<file path="src/rtl/uart_fracnet_pkg.sv">
package uart_fracnet_pkg;
    localparam int ADDR_W = 3;
    localparam int BUS_W  = 16;

    typedef enum logic [ADDR_W-1:0] {
        REG_DATA = 3'd0,
        REG_IEN  = 3'd1,
        REG_STAT = 3'd2,
        REG_CTRL = 3'd3,
        REG_DIV  = 3'd4,
        REG_FRAC = 3'd5,
        REG_NODE = 3'd6
    } reg_sel_e;

    typedef enum logic [1:0] {
        LN_IDLE,
        LN_START,
        LN_DATA,
        LN_STOP
    } line_st_e;

    localparam int IEN_NET_BIT = 7;
endpackage

</file>
<file path="src/rtl/uart_fracnet_baud.sv">
module uart_fracnet_baud #(
    parameter int DL_W = 16,
    parameter int M_W  = 2,
    parameter int N_W  = 11
) (
    input  logic            clk,
    input  logic            rst_n,
    input  logic [DL_W-1:0] dl,
    input  logic            frac_en,
    input  logic [M_W-1:0]  m_fld,
    input  logic [N_W-1:0]  n_fld,
    output logic            tick
);
    localparam int PRE_W = DL_W + 1;
    localparam int UN_W  = M_W + 1;

    typedef struct packed {
        logic [PRE_W-1:0] pre;
        logic [UN_W-1:0]  units;
        logic [N_W-1:0]   acc;
        logic             tick;
    } st_t;

    st_t s_d, s_q;
    logic [DL_W-1:0]  dl_eff;
    logic [PRE_W-1:0] pre_lim;
    logic [N_W:0]     acc_sum;
    logic [UN_W-1:0]  m_eff, target;

    always_comb begin
        dl_eff  = (dl == '0) ? DL_W'(1) : dl;
        pre_lim = {dl_eff, 1'b0} - PRE_W'(1);
        acc_sum = {1'b0, s_q.acc} + {1'b0, n_fld};
        m_eff   = (m_fld == '0) ? UN_W'(1) : {1'b0, m_fld};
        target  = frac_en ? (m_eff + UN_W'(acc_sum[N_W])) : UN_W'(1);
        s_d      = s_q;
        s_d.tick = 1'b0;
        if (s_q.pre >= pre_lim) begin
            s_d.pre = '0;
            if (s_q.units + UN_W'(1) >= target) begin
                s_d.units = '0;
                s_d.tick  = 1'b1;
                if (frac_en) s_d.acc = acc_sum[N_W-1:0];
            end else begin
                s_d.units = s_q.units + UN_W'(1);
            end
        end else begin
            s_d.pre = s_q.pre + PRE_W'(1);
        end
    end

    always_ff @(posedge clk or negedge rst_n) begin
        if (!rst_n) s_q <= '0;
        else        s_q <= s_d;
    end

    assign tick = s_q.tick;

    // Every sub-tick spans at least two clock cycles
    assert_tick_gap_R4: assert property (@(posedge clk) disable iff (!rst_n)
        s_q.tick |=> !s_q.tick);
endmodule

</file>
<file path="src/rtl/uart_fracnet_tx.sv">
module uart_fracnet_tx
    import uart_fracnet_pkg::*;
#(
    parameter int DW = 8
) (
    input  logic        clk,
    input  logic        rst_n,
    input  logic        tick,
    input  logic        hold_full,
    input  logic [DW:0] hold_data,
    input  logic        nine,
    output logic        take,
    output logic        busy,
    output logic        txd
);
    localparam int CNT_W = $clog2(DW + 2);

    typedef struct packed {
        line_st_e         st;
        logic [3:0]       sub;
        logic [CNT_W-1:0] idx;
        logic [DW:0]      sh;
        logic             txd;
    } st_t;

    st_t s_d, s_q;
    logic [CNT_W-1:0] last;

    always_comb begin
        s_d  = s_q;
        take = 1'b0;
        last = nine ? CNT_W'(DW) : CNT_W'(DW - 1);
        if (tick) begin
            if (s_q.st == LN_IDLE) begin
                if (hold_full) begin
                    take      = 1'b1;
                    s_d.sh    = hold_data;
                    s_d.st    = LN_START;
                    s_d.sub   = '0;
                    s_d.txd   = 1'b0;
                end
            end else begin
                s_d.sub = s_q.sub + 4'd1;
                if (s_q.sub == 4'd15) begin
                    case (s_q.st)
                        LN_START: begin
                            s_d.st  = LN_DATA;
                            s_d.idx = '0;
                            s_d.txd = s_q.sh[0];
                        end
                        LN_DATA: begin
                            if (s_q.idx == last) begin
                                s_d.st  = LN_STOP;
                                s_d.txd = 1'b1;
                            end else begin
                                s_d.sh  = s_q.sh >> 1;
                                s_d.idx = s_q.idx + CNT_W'(1);
                                s_d.txd = s_q.sh[1];
                            end
                        end
                        default: s_d.st = LN_IDLE;
                    endcase
                end
            end
        end
    end

    always_ff @(posedge clk or negedge rst_n) begin
        if (!rst_n) begin
            s_q     <= '0;
            s_q.st  <= LN_IDLE;
            s_q.txd <= 1'b1;
        end else begin
            s_q <= s_d;
        end
    end

    assign busy = (s_q.st != LN_IDLE);
    assign txd  = s_q.txd;

    // The line only changes on a sub-tick boundary
    assert_line_on_tick_R2: assert property (@(posedge clk) disable iff (!rst_n)
        !$stable(s_q.txd) |-> $past(tick));
endmodule

</file>
<file path="src/rtl/uart_fracnet_rx.sv">
module uart_fracnet_rx
    import uart_fracnet_pkg::*;
#(
    parameter int DW = 8
) (
    input  logic          clk,
    input  logic          rst_n,
    input  logic          tick,
    input  logic          rxd,
    input  logic          nine,
    output logic          valid,
    output logic [DW-1:0] data,
    output logic          flag
);
    localparam int CNT_W = $clog2(DW + 2);

    typedef struct packed {
        line_st_e         st;
        logic [3:0]       sub;
        logic [CNT_W-1:0] idx;
        logic [DW:0]      sh;
        logic             s1;
        logic             s2;
        logic             valid;
    } st_t;

    st_t s_d, s_q;
    logic [CNT_W-1:0] last;

    always_comb begin
        s_d       = s_q;
        s_d.s1    = rxd;
        s_d.s2    = s_q.s1;
        s_d.valid = 1'b0;
        last      = nine ? CNT_W'(DW) : CNT_W'(DW - 1);
        if (tick) begin
            s_d.sub = s_q.sub + 4'd1;
            case (s_q.st)
                LN_IDLE: begin
                    if (!s_q.s2) begin
                        s_d.st  = LN_START;
                        s_d.sub = '0;
                    end
                end
                LN_START: begin
                    if (s_q.sub == 4'd7) begin
                        s_d.st  = s_q.s2 ? LN_IDLE : LN_DATA;
                        s_d.sub = '0;
                        s_d.idx = '0;
                    end
                end
                LN_DATA: begin
                    if (s_q.sub == 4'd15) begin
                        s_d.sh = {s_q.s2, s_q.sh[DW:1]};
                        if (s_q.idx == last) s_d.st  = LN_STOP;
                        else                 s_d.idx = s_q.idx + CNT_W'(1);
                    end
                end
                default: begin
                    if (s_q.sub == 4'd15) begin
                        s_d.valid = 1'b1;
                        s_d.st    = LN_IDLE;
                    end
                end
            endcase
        end
    end

    always_ff @(posedge clk or negedge rst_n) begin
        if (!rst_n) begin
            s_q    <= '0;
            s_q.st <= LN_IDLE;
            s_q.s1 <= 1'b1;
            s_q.s2 <= 1'b1;
        end else begin
            s_q <= s_d;
        end
    end

    assign valid = s_q.valid;
    assign data  = nine ? s_q.sh[DW-1:0] : s_q.sh[DW:1];
    assign flag  = nine & s_q.sh[DW];

    assert_valid_pulse_R2: assert property (@(posedge clk) disable iff (!rst_n)
        s_q.valid |=> !s_q.valid);
endmodule

</file>
<file path="src/rtl/uart_fracnet.sv">
module uart_fracnet
    import uart_fracnet_pkg::*;
#(
    parameter int DW   = 8,
    parameter int DL_W = 16,
    parameter int M_W  = 2,
    parameter int N_W  = 11
) (
    input  logic              clk,
    input  logic              rst_n,
    input  logic              bus_wr,
    input  logic              bus_rd,
    input  logic [ADDR_W-1:0] bus_addr,
    input  logic [BUS_W-1:0]  bus_wdata,
    output logic [BUS_W-1:0]  bus_rdata,
    output logic              txd,
    input  logic              rxd,
    output logic              irq
);
    typedef struct packed {
        logic [7:0]      ien;
        logic [1:0]      ctrl;
        logic [DL_W-1:0] dl;
        logic [M_W-1:0]  m;
        logic [N_W-1:0]  n;
        logic [DW-1:0]   node;
        logic [DW:0]     thr;
        logic            thr_full;
        logic [DW-1:0]   rbr;
        logic            ready;
        logic            ovr;
        logic            listen;
    } regs_t;

    regs_t r_d, r_q;
    logic tick, take, tx_busy, rx_valid, rx_flag, net;
    logic [DW-1:0] rx_data;
    logic rd_data, rd_stat;

    assign net     = r_q.ien[IEN_NET_BIT];
    assign rd_data = bus_rd && (bus_addr == REG_DATA);
    assign rd_stat = bus_rd && (bus_addr == REG_STAT);

    uart_fracnet_baud #(.DL_W(DL_W), .M_W(M_W), .N_W(N_W)) baud_i (
        .clk, .rst_n, .dl(r_q.dl), .frac_en(r_q.ctrl[0]),
        .m_fld(r_q.m), .n_fld(r_q.n), .tick(tick));

    uart_fracnet_tx #(.DW(DW)) tx_i (
        .clk, .rst_n, .tick, .hold_full(r_q.thr_full), .hold_data(r_q.thr),
        .nine(net), .take(take), .busy(tx_busy), .txd(txd));

    uart_fracnet_rx #(.DW(DW)) rx_i (
        .clk, .rst_n, .tick, .rxd, .nine(net),
        .valid(rx_valid), .data(rx_data), .flag(rx_flag));

    always_comb begin
        r_d = r_q;
        if (take) r_d.thr_full = 1'b0;
        if (bus_wr) begin
            case (bus_addr)
                REG_DATA: begin
                    r_d.thr      = {r_q.ctrl[1] & net, bus_wdata[DW-1:0]};
                    r_d.thr_full = 1'b1;
                end
                REG_IEN:  r_d.ien  = bus_wdata[7:0];
                REG_CTRL: r_d.ctrl = bus_wdata[1:0];
                REG_DIV:  r_d.dl   = bus_wdata[DL_W-1:0];
                REG_FRAC: {r_d.m, r_d.n} = bus_wdata[M_W+N_W-1:0];
                REG_NODE: r_d.node = bus_wdata[DW-1:0];
                default: ;
            endcase
        end
        if (rd_data) r_d.ready = 1'b0;
        if (rd_stat) r_d.ovr   = 1'b0;
        if (rx_valid) begin
            if (net && rx_flag) begin
                r_d.listen = (rx_data == r_q.node);
            end else if (!net || r_q.listen) begin
                r_d.rbr   = rx_data;
                r_d.ovr   = r_d.ovr | r_q.ready;
                r_d.ready = 1'b1;
            end
        end
    end

    always_ff @(posedge clk or negedge rst_n) begin
        if (!rst_n) begin
            r_q    <= '0;
            r_q.dl <= DL_W'(1);
        end else begin
            r_q <= r_d;
        end
    end

    always_comb begin
        case (bus_addr)
            REG_DATA: bus_rdata = BUS_W'(r_q.rbr);
            REG_IEN:  bus_rdata = BUS_W'(r_q.ien);
            REG_STAT: bus_rdata = BUS_W'({!r_q.thr_full && !tx_busy, !r_q.thr_full,
                                          3'b000, r_q.ovr, r_q.ready});
            REG_CTRL: bus_rdata = BUS_W'(r_q.ctrl);
            REG_DIV:  bus_rdata = BUS_W'(r_q.dl);
            REG_FRAC: bus_rdata = BUS_W'({r_q.m, r_q.n});
            REG_NODE: bus_rdata = BUS_W'(r_q.node);
            default:  bus_rdata = '0;
        endcase
    end

    assign irq = (r_q.ien[0] & r_q.ready) | (r_q.ien[1] & !r_q.thr_full);

    assert_thr_fill_R5: assert property (@(posedge clk) disable iff (!rst_n)
        (bus_wr && bus_addr == REG_DATA) |=> r_q.thr_full);

    assert_take_full_R5: assert property (@(posedge clk) disable iff (!rst_n)
        take |-> r_q.thr_full);

    assert_ready_clear_R6: assert property (@(posedge clk) disable iff (!rst_n)
        (rd_data && !rx_valid) |=> !r_q.ready);

    assert_drop_unaddressed_R7: assert property (@(posedge clk) disable iff (!rst_n)
        (rx_valid && net && !rx_flag && !r_q.listen && !rd_data)
        |=> ($stable(r_q.ready) && $stable(r_q.rbr)));
endmodule

</file>
<file path="config.mk">
export PLATFORM = sky130hd
export DESIGN_NAME = uart_fracnet
export DESIGN_NICKNAME = d
export VERILOG_FILES = /design/src/rtl/uart_fracnet_pkg.sv /design/src/rtl/uart_fracnet_baud.sv /design/src/rtl/uart_fracnet_tx.sv /design/src/rtl/uart_fracnet_rx.sv /design/src/rtl/uart_fracnet.sv
export SDC_FILE = /design/constraint.sdc
export NUM_CORES = 1
export LEC_CHECK = 0
export BUFFER_PORTS_ARGS = -buffer_cell sky130_fd_sc_hd__clkbuf_2
export CORE_ASPECT_RATIO = 1.25
export CORE_MARGIN = 2
export CORE_UTILIZATION = 61
export CTS_CLUSTER_DIAMETER = 30
export DETAILED_ROUTE_END_ITERATION = 16
export PLACE_DENSITY_LB_ADDON = 0.08
export SLEW_MARGIN = 10
export SYNTH_ARGS = -nofsm -noshare
export SYNTH_HDL_FRONTEND = slang
export SYNTH_SLANG_ARGS = --single-unit
export TNS_END_PERCENT = 30
</file>
<file path="constraint.sdc">
create_clock -name clk -period 4.95 [get_ports clk]
set_clock_uncertainty 0.05 [all_clocks]
set_input_delay 0.2475 -clock clk [delete_from_list [all_inputs] [get_ports clk]]
set_output_delay 0.2475 -clock clk [all_outputs]
set_load 0.02 [all_outputs]
</file>
Yosys cells after proc, flatten, opt, wreduce, memory -nomap -nowiden
Index checks and enable logic that the tools add are counted.
Storage, ports and cells
  bits in registers: 142
  bits of input ports: 24
Operators by class
  $add $sub $neg: 9
  magnitude comparators: 2
  eq/ne operators: 25
  muxes and demuxes: 49
  bitwise logic cells: 8
  reductions and logical operators: 38
Operators with widths (number)
  $pmux W16 S7: 1
  $mux W10: 4
  $mux W13: 2
  $pmux W4 S2: 3
  $mux W2: 9
  $mux W6: 3
  $add A17 B1 Y17 const B: 1
  $ge A17 B17 Y1: 1
  $mux W17: 1
  $sub A17 B1 Y17 const B: 1
  $add A4 B1 Y4 const B: 4
  $logic_not A16 Y1: 1
  $mux W16: 1
  $reduce_and A2 Y1: 8
  $mux W1: 15
  $reduce_and A5 Y1: 3
  $add A11 B11 Y12: 1
  $reduce_bool A2 Y1: 5
  $eq A3 B3 Y1 const B: 3
  $mux W3: 3
  $mux W9: 1
  $reduce_and A3 Y1: 3
  $eq A4 B4 Y1: 2
  $eq A4 B4 Y1 const B: 2
  other kinds (29): 53

Logic depth before layout (Yosys ltp)
Gate-level depths: netlist of run 1.
  depth in word-level cells: 7
  gate-level depth with buffers: 18
  depth with buffers taken out: 17

Modules after synthesis
From an unflattened synthesis of run 1, not the netlist that was laid out.
Second synthesis, totals
  cells, all modules: 730
  area, all modules: 8160.3 um^2
Modules (own cells, without submodules)
  uart_fracnet: times used 1, cells each 246, area an instance 3300.7 um^2, sequential area each 1702.9 um^2
  uart_fracnet_baud: times used 1, cells each 265, area an instance 2527.4 um^2, sequential area each 800.8 um^2
  uart_fracnet_tx: times used 1, cells each 123, area an instance 1183.6 um^2, sequential area each 501.7 um^2
  uart_fracnet_rx: times used 1, cells each 96, area an instance 1148.6 um^2, sequential area each 553.0 um^2

Worst setup path before layout of run 1
No wires, ideal clock.
  path type: register -> register
  from: register, netlist name r_q[53]
  to: register baud_i.s_q[10] in the netlist's numbering
  data arrival time: 3.856 ns
  setup slack: 0.919 ns
  cell stages (with the launch flop): 17
  clock period less this slack: 4.031 ns
  cells stage by stage: dfrtp_1 or4_1 or2_1 nor4_2 a21o_1 inv_2 ha_1 or3b_1 or3_1 xor2_1 ha_1 and4_1 a221oi_4 o31ai_4 and3b_4 buf_6 mux2_4
On the way
  longest elaborated chain between the ends: 5
RTL lines
  $logic_not A16 Y1: line uart_fracnet_baud.sv:31  | dl_eff = (dl == '0) ? DL_W'(1) : dl;
  $mux W16 *: line uart_fracnet_baud.sv:31
  $sub A17 B1 Y17 *: line uart_fracnet_baud.sv:32  | pre_lim = {dl_eff, 1'b0} - PRE_W'(1);
  $ge A17 B17 Y1 *: line uart_fracnet_baud.sv:38  | if (s_q.pre >= pre_lim) begin
  $reduce_and A3 Y1 (no line) *
  end signal, assigned: line uart_fracnet_baud.sv:53  | if (!rst_n) s_q <= '0;
  end signal, assigned: line uart_fracnet_baud.sv:54  | else s_q <= s_d;
  end, declared: line uart_fracnet_baud.sv:24  | st_t s_d, s_q;
Mark *: on every way between the ends. The rest lies on a longest branch, timed or not.
A chain may end at the register's enable or synchronous reset.

Worst setup path in the final report of run 1
  from: register, netlist name r_q[52]
  to: register baud_i.s_q[1] in the netlist's numbering
On the way
  longest elaborated chain between the ends: 5
RTL lines (line)
  $logic_not A16 Y1: uart_fracnet_baud.sv:31
  $mux W16 *: uart_fracnet_baud.sv:31
  $sub A17 B1 Y17 *: uart_fracnet_baud.sv:32
  $ge A17 B17 Y1 *: uart_fracnet_baud.sv:38
  $reduce_and A3 Y1 (no line) *
Marked as above.

==> impl_metrics.csv, run 1 <==
group,metric,value,unit
setup_path,reg2reg_slack,0.56,ns
global_route,grt_max_degree,93,
setup_path,critPathBufInv,1,
power,vdd_drop_max,0.000238,V
clock_network,cts_buffer_depth,2,
power,fin_total_pwr,3.60,mW
setup_path,cpMostUsedCell,"ha_1",
synth,syn_area_per_cell,10.8,sq um
clock_network,cts_tree,"built",
hold_path,hold_end,"r_q[50]$_DFFE_PN0P_",
clock_network,post-cts-setup-buffers,0,
synth,seq_area_frac_synth,44.6,%
setup_path,cpLargestDelayFamily,"simple AND/OR/NAND/NOR gates",
setup_path,r2r-end,"baud_i.s_q[1]$_DFFE_PN0P_",
global_route,grt_pass1_wl,29.7,mm
global_route,antenna_found_initial,0,
sta,hold_violations,0,
place,post-dp-hpwl,12.4,mm
floorplan,core_area,12700,sq um
setup_path,path_cells,"or4_1 > or2_1 > nor4_2 > a21o_1 > inv_2 > ha_1 > or3b_1 > nor2_1 > xnor2_1 > ha_1 > nand2_1 > o21ai_0 > a221oi_4 > o31ai_4 > and3b_4 > mux2_2",
sta,max_clock_freq,0.228,GHz
clock_network,clk_transition_reported_paths,0.06,ns
hold_path,min_path_cells,2,
synth,synth_cell_types,72,
route,ant_nets,0,
hold_path,min_from,"bus_wdata[8]",
floorplan,die_x,106,microns
sta,worstMarginPinSlew,0.957,ns
run,max-cap-violations,0,
setup_path,cp-end-kind,"register",
sta,finalWorstPathRequiredPeriod,4.39,ns
sta,setup_violations,0,
power,power_density,403,nW/um^2
final_layout,drive_gt1_share,22.1,%
setup_path,crit_slowest_cell,"or4_1",
setup_path,r2r_cells,16,
route,wirelength,17.4,mm
floorplan,start_util,62.7,%
route,dr.pass1.iters,5,
setup_path,cp-start-kind,"register",
synth,ys_ff_latch,142,
synth,synth_edf_count,0,
synth,synth_flop_cell,"dfrtp_1",
final_layout,area_delta_synth_final,12.2,%
status,status,"complete, no violations",
final_layout,nets,847,
synth,yosys_warnings,0,
setup_path,cpPeakStageDelay,0.58,ns
final_layout,layout_commonest_cell,"dfrtp_1",
sta,hold_slack,0.0167,ns
setup_path,r2r-start,"r_q[52]$_DFFE_PN0P_",
floorplan,die_area,14000,sq um
place,numPortBuffers,41,
floorplan,num_rows,46,
setup_path,cp.arrival,4.65,ns
synth,syn_nets,808,
power,leakage,4.06,nW
setup_path,path_class,"register to register",
clock_network,root_buffer,"clkbuf_16",
route,wl_per_cell,18.2,microns
clock_network,cts_sinks,142,
sta,relSlewSlack,36.1,%
floorplan,io_pins,42,
hold_path,hold_path.class,"input pin to register",
global_route,grt_util_all_layers,27.0,%
synth,async_reset_ff_share,100,%
sta,rsz0062_at_grt,"no",
final_layout,antenna_cells,0,
clock_network,h-tree-depth,4,
floorplan,die_h,132,microns
clock_network,clk_latency,0.43,ns
route,viasPerCell,5.92,
sta,fin_crit_sh,88.7,%
clock_network,holdBufCountCts,5,
final_layout,layout_common_cells,"dfrtp_1 (138), nand2_1 (72), mux2_2 (69), o21ai_0 (48), ha_1 (42)",
global_route,grt_pass1_vias,6072,
place,place.gp.congestion,0.939,
route,num_vias,5690,
global_route,grt_overflow,0,
sta,drv_slew,0,
route,route.detailed.drc,0,
clock_network,ctsResizeCount,0,
synth,syn_inst,741,
setup_path,worstPathMaxFanout,11,
sta,setup_tns,0,ns
setup_path,worst_ep_required_time,5.21,ns
clock_network,cts_buffers,17,
route,drt-initial-drc-count,315,
synth,syn_area,7970,sq um
==> cells in the mapped netlist, drive strengths merged, types with 3 or more instances <==
| library cell | instances | area, sq um |
|---|---|---|
| o21ai | 51 | 267 |
| a22o | 4 | 35.0 |
| and3 | 4 | 25.0 |
| a31oi | 4 | 25.0 |
| nor3 | 10 | 55.1 |
| dfrtp | 138 | 3450 |
| a22oi | 3 | 22.5 |
| nor3b | 6 | 45.0 |
| a211oi | 3 | 22.5 |
| xor2 | 19 | 166 |
| a21o | 8 | 60.1 |
| a21oi | 22 | 110 |
| o22ai | 10 | 76.3 |
| nor4 | 5 | 37.5 |
| nor2b | 6 | 37.5 |
| and2 | 3 | 18.8 |
| clkbuf | 15 | 57.6 |
| or3 | 12 | 80.1 |
| inv | 27 | 101 |
| o21a | 4 | 30.0 |
| o31ai | 4 | 43.8 |
| mux4 | 4 | 90.1 |
| buf | 15 | 83.8 |
| ha | 42 | 526 |
| dfstp | 4 | 105 |
| nand3 | 17 | 85.1 |
| o211ai | 3 | 22.5 |
| nor2 | 39 | 151 |
| or2 | 3 | 18.8 |
| mux2 | 78 | 912 |
| nand2b | 14 | 87.6 |
| nand3b | 4 | 30.0 |
| mux2i | 30 | 300 |
| nand4 | 10 | 62.6 |
| nand2 | 72 | 270 |
| xnor2 | 19 | 166 |
==> kinds of logic (layout without fill, tap and decap cells) <==
family          Yosys count  count (layout)  synth area share [%]
flops                   142             142                  44.6
simple gates            216             216                  13.9
mux                     112             112                  16.3
compound gates          133             133                  11.1
buf+inv                  57             109                  3.04
fa+ha+maj                43              43                  6.84
xor+xnor                 38              38                  4.18
==> area by class of cell <==
type,instances,area [sq um]
multi-input combinational,542,4170
inverter,27,101
fill,949,3780
clock buffer,27,533
timing repair buffer,50,292
clock inverter,5,77.6
sequential,142,3560
tap,168,210
==> worst reg2reg max path: stages, from the launching register on <==
cell      delay [ns]
dfrtp_1         0.45
or4_1           0.58
or2_1           0.26
nor4_2          0.30
a21o_1          0.19
inv_2           0.04
ha_1            0.20
or3b_1          0.27
nor2_1          0.10
xnor2_1         0.15
ha_1            0.28
nand2_1         0.06
o21ai_0         0.35
a221oi_4        0.14
o31ai_4         0.08
and3b_4         0.39
mux2_2          0.37
==> per-layer routing <==
| metal | vias to the layer above | track usage, % | wire length, microns |
|---|---|---|---|
| li1 | 2738 | - | - |
| met4 | 0 | 12.6 | 520 |
| met3 | 39 | 5.49 | 574 |
| met1 | 2804 | 32.3 | 7270 |
| met5 | - | 0 | 0 |
| met2 | 109 | 46.4 | 9080 |
==> how the worst max path moves through the flow <==
stage,depth (start not counted),startpoint,endpoint
6_report,16,r_q[52]$_DFFE_PN0P_,baud_i.s_q[1]$_DFFE_PN0P_
5_1_grt,16,r_q[52]$_DFFE_PN0P_,baud_i.s_q[1]$_DFFE_PN0P_
4_1_cts,16,r_q[52]$_DFFE_PN0P_,baud_i.s_q[1]$_DFFE_PN0P_
3_5_place_dp,15,r_q[52]$_DFFE_PN0P_,baud_i.s_q[1]$_DFFE_PN0P_
3_3_place_gp,15,r_q[52]$_DFFE_PN0P_,baud_i.s_q[1]$_DFFE_PN0P_
2_1_floorplan,16,r_q[53]$_DFFE_PN0P_,baud_i.s_q[10]$_DFFE_PN0P_
==> state kept, by name, summed over array words and instances, names as in the netlist <==
register,count
r_q,67
baud_i.s_q,31
rx_i.s_q,20
tx_i.s_q,19
baud_i.tick,1
net,1
rx_i.s_d,1
rx_i.valid,1
tx_i.txd,1
==> where the power goes <==
part / total, mW / internal [mW] / switching, mW
Combinational: 0.768 / 0.372 / 0.396
Sequential: 1.53 / 1.33 / 0.201
Clock: 1.30 / 0.834 / 0.467
==> metrics by stage <==
stage,instances,instance area [sq um],utilization (%),setup slack [ns]
6_report,961,8940,70.3,0.559
3_3_place_gp,924,8280,65.1,0.760
2_1_floorplan,741,7970,-,0.919
5_1_grt,961,8940,70.3,0.386
3_5_place_dp,924,8280,65.1,0.632
4_1_cts,961,8940,70.3,0.575
Note: power is estimated with default switching activity, not from simulation.
==> inputs of run 2 (changes only) <==
--- a/config.mk
+++ b/config.mk
@@ -11,7 +11,7 @@
 export CORE_UTILIZATION = 61
 export CTS_CLUSTER_DIAMETER = 30
 export DETAILED_ROUTE_END_ITERATION = 16
-export PLACE_DENSITY_LB_ADDON = 0.08
+export PLACE_DENSITY = 0.8
 export SLEW_MARGIN = 10
 export SYNTH_ARGS = -nofsm -noshare
 export SYNTH_HDL_FRONTEND = slang
==> run 2 against run 1 <==
Effect of this change: first-iteration DRC count grew 41%; total power increased by 0.61%; global-route usage increased by 0.39 points; combinational power fell by 1%; cell count shrank 0.10%; die area is the same; register-to-register slack better by 0.06 ns; sequential cell count is the same; via count is 3.4% higher; non-clock buffer count shrank 1; critical path type unchanged; largest cell class unchanged; largest power group unchanged.
==> impl_metrics.csv, run 2 (synthesis gave the netlist of run 1 again) <==
group,metric,value,unit
route,wirelength,18.0,mm
final_layout,area_delta_synth_final,12.1,%
setup_path,crit_start,"r_q[53]$_DFFE_PN0P_",
sta,setup_tns,0,ns
place,post-dp-hpwl,12.6,mm
setup_path,worstPathMaxFanout,11,
power,leakage,4.05,nW
floorplan,core_area,12700,sq um
sta,relSlewSlack,35.9,%
sta,finalWorstPathRequiredPeriod,4.33,ns
floorplan,die_x,106,microns
setup_path,r2r-end,"baud_i.s_q[1]$_DFFE_PN0P_",
clock_network,clk_latency,0.43,ns
global_route,grt_max_degree,103,
setup_path,reg2reg_slack,0.62,ns
route,top_layer,"met4",
final_layout,antenna_cells,0,
route,drt-initial-drc-count,444,
floorplan,num_rows,46,
global_route,grt_pass1_vias,6158,
final_layout,fill_cells,919,
clock_network,h-tree-depth,4,
setup_path,worst_ep_required_time,5.22,ns
run,max-cap-violations,0,
route,num_vias,5886,
route,viasPerCell,6.13,
setup_path,path_class,"register to register",
power,power_density,406,nW/um^2
route,dr_wl_met2,9.43,mm
sta,fin_crit_sh,87.5,%
clock_network,cts_buffers,17,
final_layout,largest_reg_flops,67,
global_route,grt_util_all_layers,27.4,%
global_route,grt_overflow,0,
power,vdd_drop_max,0.000251,V
final_layout,top_register,"r_q",
setup_path,cp.arrival,4.60,ns
hold_path,hold_path.class,"input pin to register",
clock_network,cts_sinks,142,
final_layout,layout_commonest_cell,"dfrtp_1",
clock_network,cts_tree,"built",
final_layout,layout_common_cells,"dfrtp_1 (138), nand2_1 (72), mux2_2 (69), o21ai_0 (48), ha_1 (42)",
setup_path,r2r_cells,15,
final_layout,reg_top3,"r_q: 67 flops, baud_i.s_q: 31 flops, rx_i.s_q: 20 flops",
global_route,antenna_found_initial,0,
sta,drv_slew,0,
floorplan,io_pins,42,
setup_path,cp-endpoint,"baud_i.s_q[1]$_DFFE_PN0P_",
status,status,"complete, no violations",
place,dpl-instance-area,8270,sq um
final_layout,final_area,8930,sq um
clock_network,cts_buffer_depth,2,
route,dr.pass1.iters,5,
place,numPortBuffers,41,
setup_path,cp-start-kind,"register",
setup_path,r2r-start,"r_q[53]$_DFFE_PN0P_",
sta,worstMarginPinSlew,0.962,ns
sta,setup_violations,0,
final_layout,drive_gt1_share,22.1,%
floorplan,die_h,132,microns
clock_network,clk_transition_reported_paths,0.06,ns
sta,max_clock_freq,0.231,GHz
floorplan,start_util,62.7,%
route,ant_nets,0,
sta,rsz0062_at_grt,"no",
clock_network,root_buffer,"clkbuf_16",
setup_path,cp-end-kind,"register",
place,place.gp.congestion,0.883,
route,routed-wl-met3,668,microns
route,route.detailed.drc,0,
route,wl_per_cell,18.7,microns
power,fin_total_pwr,3.62,mW
final_layout,nets,846,
clock_network,ctsResizeCount,0,
global_route,grt_pass1_wl,30.0,mm
floorplan,die_area,14000,sq um
sta,hold_violations,0,
route,m1WireLength,7.16,mm
[run 2: cell count changes in the layout (fill, tap and decap cells not counted)]
| cell | before | now |
|---|---|---|
| clkinv_2 | 2 | 3 |
| clkinv_4 | 0 | 1 |
| bufinv_16 | 2 | 3 |
| buf_4 | 4 | 3 |
| clkbuf_1 | 3 | 2 |
| clkinvlp_4 | 1 | 3 |
| clkbuf_8 | 7 | 3 |
[run 2: worst min path at each step]
stage | from | to | slack (ns) | depth (start not counted)
floorplan | rst_n | baud_i.s_q[10]$_DFFE_PN0P_ | -0.1 | 0
global placement | rxd | rx_i.s_d[1]$_DFF_PN1_ | 0.29 | 1
detailed placement | rxd | rx_i.s_d[1]$_DFF_PN1_ | 0.29 | 1
CTS | bus_wdata[8] | r_q[37]$_DFFE_PN0P_ | 0.01 | 2
global route | bus_wdata[10] | r_q[39]$_DFFE_PN0P_ | 0.02 | 2
finish | bus_wdata[8] | r_q[37]$_DFFE_PN0P_ | 0.02 | 2
[run 2: critical path: stages (launching register included)]
cell	delay (ns)
dfrtp_1	0.44
or4_1	0.59
or2_1	0.26
nor4_2	0.29
a21o_1	0.19
inv_2	0.04
ha_1	0.20
or3b_1	0.25
or3_1	0.14
xor2_1	0.06
ha_1	0.31
and4_1	0.26
nand2_1	0.10
o31ai_4	0.26
and3b_4	0.40
mux2_2	0.37
[run 2: metal layers]
metal / track usage [%] / up-vias
li1: - / 2730
met1: 32.6 / 2935
met2: 46.8 / 164
met3: 5.24 / 57
met4: 14.3 / 0
met5: 0 / -
[run 2: where the power goes]
group | total (mW) | internal (mW) | leakage (nW) | switching [mW]
registers | 1.55 | 1.33 | 1.84 | 0.216
logic | 0.759 | 0.371 | 1.92 | 0.388
clock network | 1.32 | 0.829 | 0.292 | 0.487
total | 3.62 | 2.53 | 4.05 | 1.09
[run 2: layout make-up]
class | count | area, sq um | share of cell area, %
multi-input combinational | 542 | 4170 | 46.7
tap | 168 | 210 | 2.35
timing repair buffer | 49 | 284 | 3.18
inverter | 27 | 101 | 1.13
sequential | 142 | 3560 | 39.8
clock inverter | 10 | 136 | 1.53
clock buffer | 22 | 474 | 5.31
[run 2: through the flow]
stage	hold WS, ns	utilization, %	cells	worst slack (ns)
after floorplan	-0.0981	-	741	0.919
after global placement	0.290	65.1	923	0.778
after detailed placement	0.287	65.1	923	0.648
after CTS	0.0124	70.2	960	0.620
after global routing	0.0157	70.2	960	0.338
final	0.0182	70.2	960	0.616
[run 2: repair_timing]
action | 4_1_cts | 5_1_grt
hold buffers | 5 | 0
endpoints found under the setup margin | 0 | 0
buffers inserted | 0 | 0
hold endpoints to repair | 101 | 0
==> inputs of run 3 (changes only) <==
--- a/config.mk
+++ b/config.mk
@@ -5,9 +5,9 @@
 export SDC_FILE = /design/constraint.sdc
 export NUM_CORES = 1
 export LEC_CHECK = 0
+export ABC_CLOCK_PERIOD_IN_PS = 4950
 export BUFFER_PORTS_ARGS = -buffer_cell sky130_fd_sc_hd__clkbuf_2
 export CORE_ASPECT_RATIO = 1.25
-export CORE_MARGIN = 2
 export CORE_UTILIZATION = 61
 export CTS_CLUSTER_DIAMETER = 30
 export DETAILED_ROUTE_END_ITERATION = 16
==> run 3 against run 2 <==
Effect of this change: sequential cell count stayed put; register-to-register slack worse by 0.09 ns; global-route usage is 0.78 points higher; fmax is 2.1% lower; critical path depth stayed put; combinational power is 0.7% higher; clock power is 6% higher; sequential share of layout area is 0.12 points lower; setup slack worse by 0.095 ns; via count is 0.27% higher; critical endpoint unchanged; highest routed layer unchanged.
==> impl_metrics.csv, run 3 (synthesis gave the netlist of run 1 again) <==
group,metric,value,unit
global_route,grt_max_degree,94,
floorplan,io_pins,42,
final_layout,reg_top3,"r_q: 67 flops, baud_i.s_q: 31 flops, rx_i.s_q: 20 flops",
setup_path,r2r-start,"r_q[53]$_DFFE_PN0P_",
route,wl_per_cell,18.9,microns
status,status,"complete, no violations",
final_layout,layout_common_cells,"dfrtp_1 (138), nand2_1 (72), mux2_2 (69), o21ai_0 (48), ha_1 (42)",
clock_network,clk_latency,0.43,ns
setup_path,cp-end-kind,"register",
sta,setup_violations,0,
place,post-dp-hpwl,12.3,mm
sta,worstMarginPinSlew,0.912,ns
setup_path,cpPeakStageDelay,0.59,ns
hold_path,hold_path.class,"input pin to register",
route,drt-initial-drc-count,520,
final_layout,largest_reg_flops,67,
final_layout,top_register,"r_q",
sta,drv_slew,0,
hold_path,hold_end,"r_q[38]$_DFFE_PN0P_",
place,place.gp.congestion,0.868,
power,vdd_drop_max,0.000284,V
clock_network,cts_buffers,17,
global_route,grt_overflow,0,
setup_path,cp.arrival,4.69,ns
sta,finalWorstPathRequiredPeriod,4.43,ns
clock_network,cts_buffer_depth,2,
clock_network,post-cts-setup-buffers,0,
setup_path,cpLargestDelayFamily,"simple AND/OR/NAND/NOR gates",
sta,fin_crit_sh,89.5,%
setup_path,cp-start-kind,"register",
floorplan,die_area,13500,sq um
power,fin_total_pwr,3.70,mW
sta,setup_tns,0,ns
clock_network,cts_sinks,142,
setup_path,r2r_cells,15,
setup_path,cpMostUsedCell,"ha_1",
clock_network,h-tree-depth,4,
global_route,grt_util_all_layers,28.2,%
sta,max_clock_freq,0.226,GHz
sta,hold_violations,0,
setup_path,reg2reg_slack,0.52,ns
route,route.detailed.drc,0,
final_layout,fill_cells,885,
clock_network,cts_tree,"built",
route,wirelength,18.1,mm
sta,rsz0062_at_grt,"no",
setup_path,r2r-end,"baud_i.s_q[1]$_DFFE_PN0P_",
setup_path,crit_start,"r_q[53]$_DFFE_PN0P_",
final_layout,layout_commonest_cell,"dfrtp_1",
global_route,grt_pass1_wl,29.5,mm
run,max-cap-violations,0,
clock_network,holdBufCountCts,5,
place,place_inst,923,
final_layout,drive_gt1_share,22.1,%
clock_network,ctsResizeCount,0,
floorplan,die_x,104,microns
setup_path,critPathBufInv,1,
route,ant_nets,0,
clock_network,root_buffer,"clkbuf_16",
setup_path,path_cells,"or4_1 > or2_1 > nor4_2 > a21o_1 > inv_2 > ha_1 > or3b_1 > or3_1 > xor2_1 > ha_1 > and4_1 > nand2_1 > o31ai_4 > and3b_4 > mux2_2",
power,leakage,4.07,nW
final_layout,fin_cells,960,
route,dr.pass1.iters,5,
floorplan,core_area,12700,sq um
hold_path,min_from,"bus_wdata[9]",
final_layout,nets,846,
hold_path,min_path_cells,2,
setup_path,crit_slowest_cell,"or4_1",
sta,relSlewSlack,39.2,%
final_layout,antenna_cells,0,
final_layout,area_delta_synth_final,12.4,%
global_route,grt_pass1_vias,5918,
floorplan,die_h,130,microns
setup_path,worst_ep_required_time,5.21,ns
place,numPortBuffers,41,
route,num_vias,5902,
route,viasPerCell,6.15,
power,power_density,413,nW/um^2
setup_path,path_class,"register to register",
global_route,antenna_found_initial,0,
floorplan,start_util,62.7,%
setup_path,worstPathMaxFanout,11,
floorplan,num_rows,46,
clock_network,clk_transition_reported_paths,0.06,ns
run 3: cell types whose count changed in the layout (fill, tap and decap cells not counted), sizes merged:
cell      change
clkbuf        -2
bufinv        +2
clkinv        +2
clkinvlp      -2
run 3: final cells by class:
type	instances	area [sq um]	share of cell area (%)
sequential	142	3560	39.7
inverter	27	101	1.13
timing repair buffer	49	284	3.17
tap	168	210	2.35
clock inverter	12	191	2.14
multi-input combinational	542	4170	46.5
clock buffer	20	447	4.98
run 3: where the power goes:
part | internal, mW | total (mW) | leakage (nW) | switching [mW]
Sequential | 1.33 | 1.54 | 1.84 | 0.212
Combinational | 0.371 | 0.764 | 1.92 | 0.392
Clock | 0.903 | 1.40 | 0.314 | 0.492
Total | 2.61 | 3.70 | 4.07 | 1.10
run 3: stage by stage:
step	utilization, %	setup slack, ns	area, sq um	hold slack [ns]
floorplan	-	0.919	7970	-0.0981
global placement	65.1	0.779	8270	0.293
detailed placement	65.1	0.581	8270	0.292
CTS	70.5	0.556	8960	0.0117
global route	70.5	0.315	8960	0.00395
finish	70.5	0.522	8960	0.0201
run 3: worst register-to-register path: stages, from the launching register on:
cell	delay [ns]
dfrtp_1	0.44
or4_1	0.59
or2_1	0.26
nor4_2	0.36
a21o_1	0.21
inv_2	0.04
ha_1	0.20
or3b_1	0.24
or3_1	0.13
xor2_1	0.07
ha_1	0.30
and4_1	0.26
nand2_1	0.11
o31ai_4	0.26
and3b_4	0.41
mux2_2	0.38
run 3: how the worst max path moves through the flow:
stage	slack, ns	cells after the start	end
2_1_floorplan	0.92	16	baud_i.s_q[10]$_DFFE_PN0P_
3_3_place_gp	0.78	15	baud_i.s_q[1]$_DFFE_PN0P_
3_5_place_dp	0.58	15	baud_i.s_q[1]$_DFFE_PN0P_
4_1_cts	0.56	15	baud_i.s_q[1]$_DFFE_PN0P_
5_1_grt	0.31	16	baud_i.s_q[1]$_DFFE_PN0P_
6_report	0.52	15	baud_i.s_q[1]$_DFFE_PN0P_
run 3: per-layer routing:
metal / routed length (microns) / vias up / part of all wire, % / GRT usage [%]
li1: - / 2741 / - / -
met2: 9560 / 185 / 53 / 51.2
met1: 7190 / 2937 / 40 / 31.9
met3: 872 / 39 / 4.8 / 7.04
met4: 490 / 0 / 2.7 / 11.2
met5: 0 / - / 0 / 0
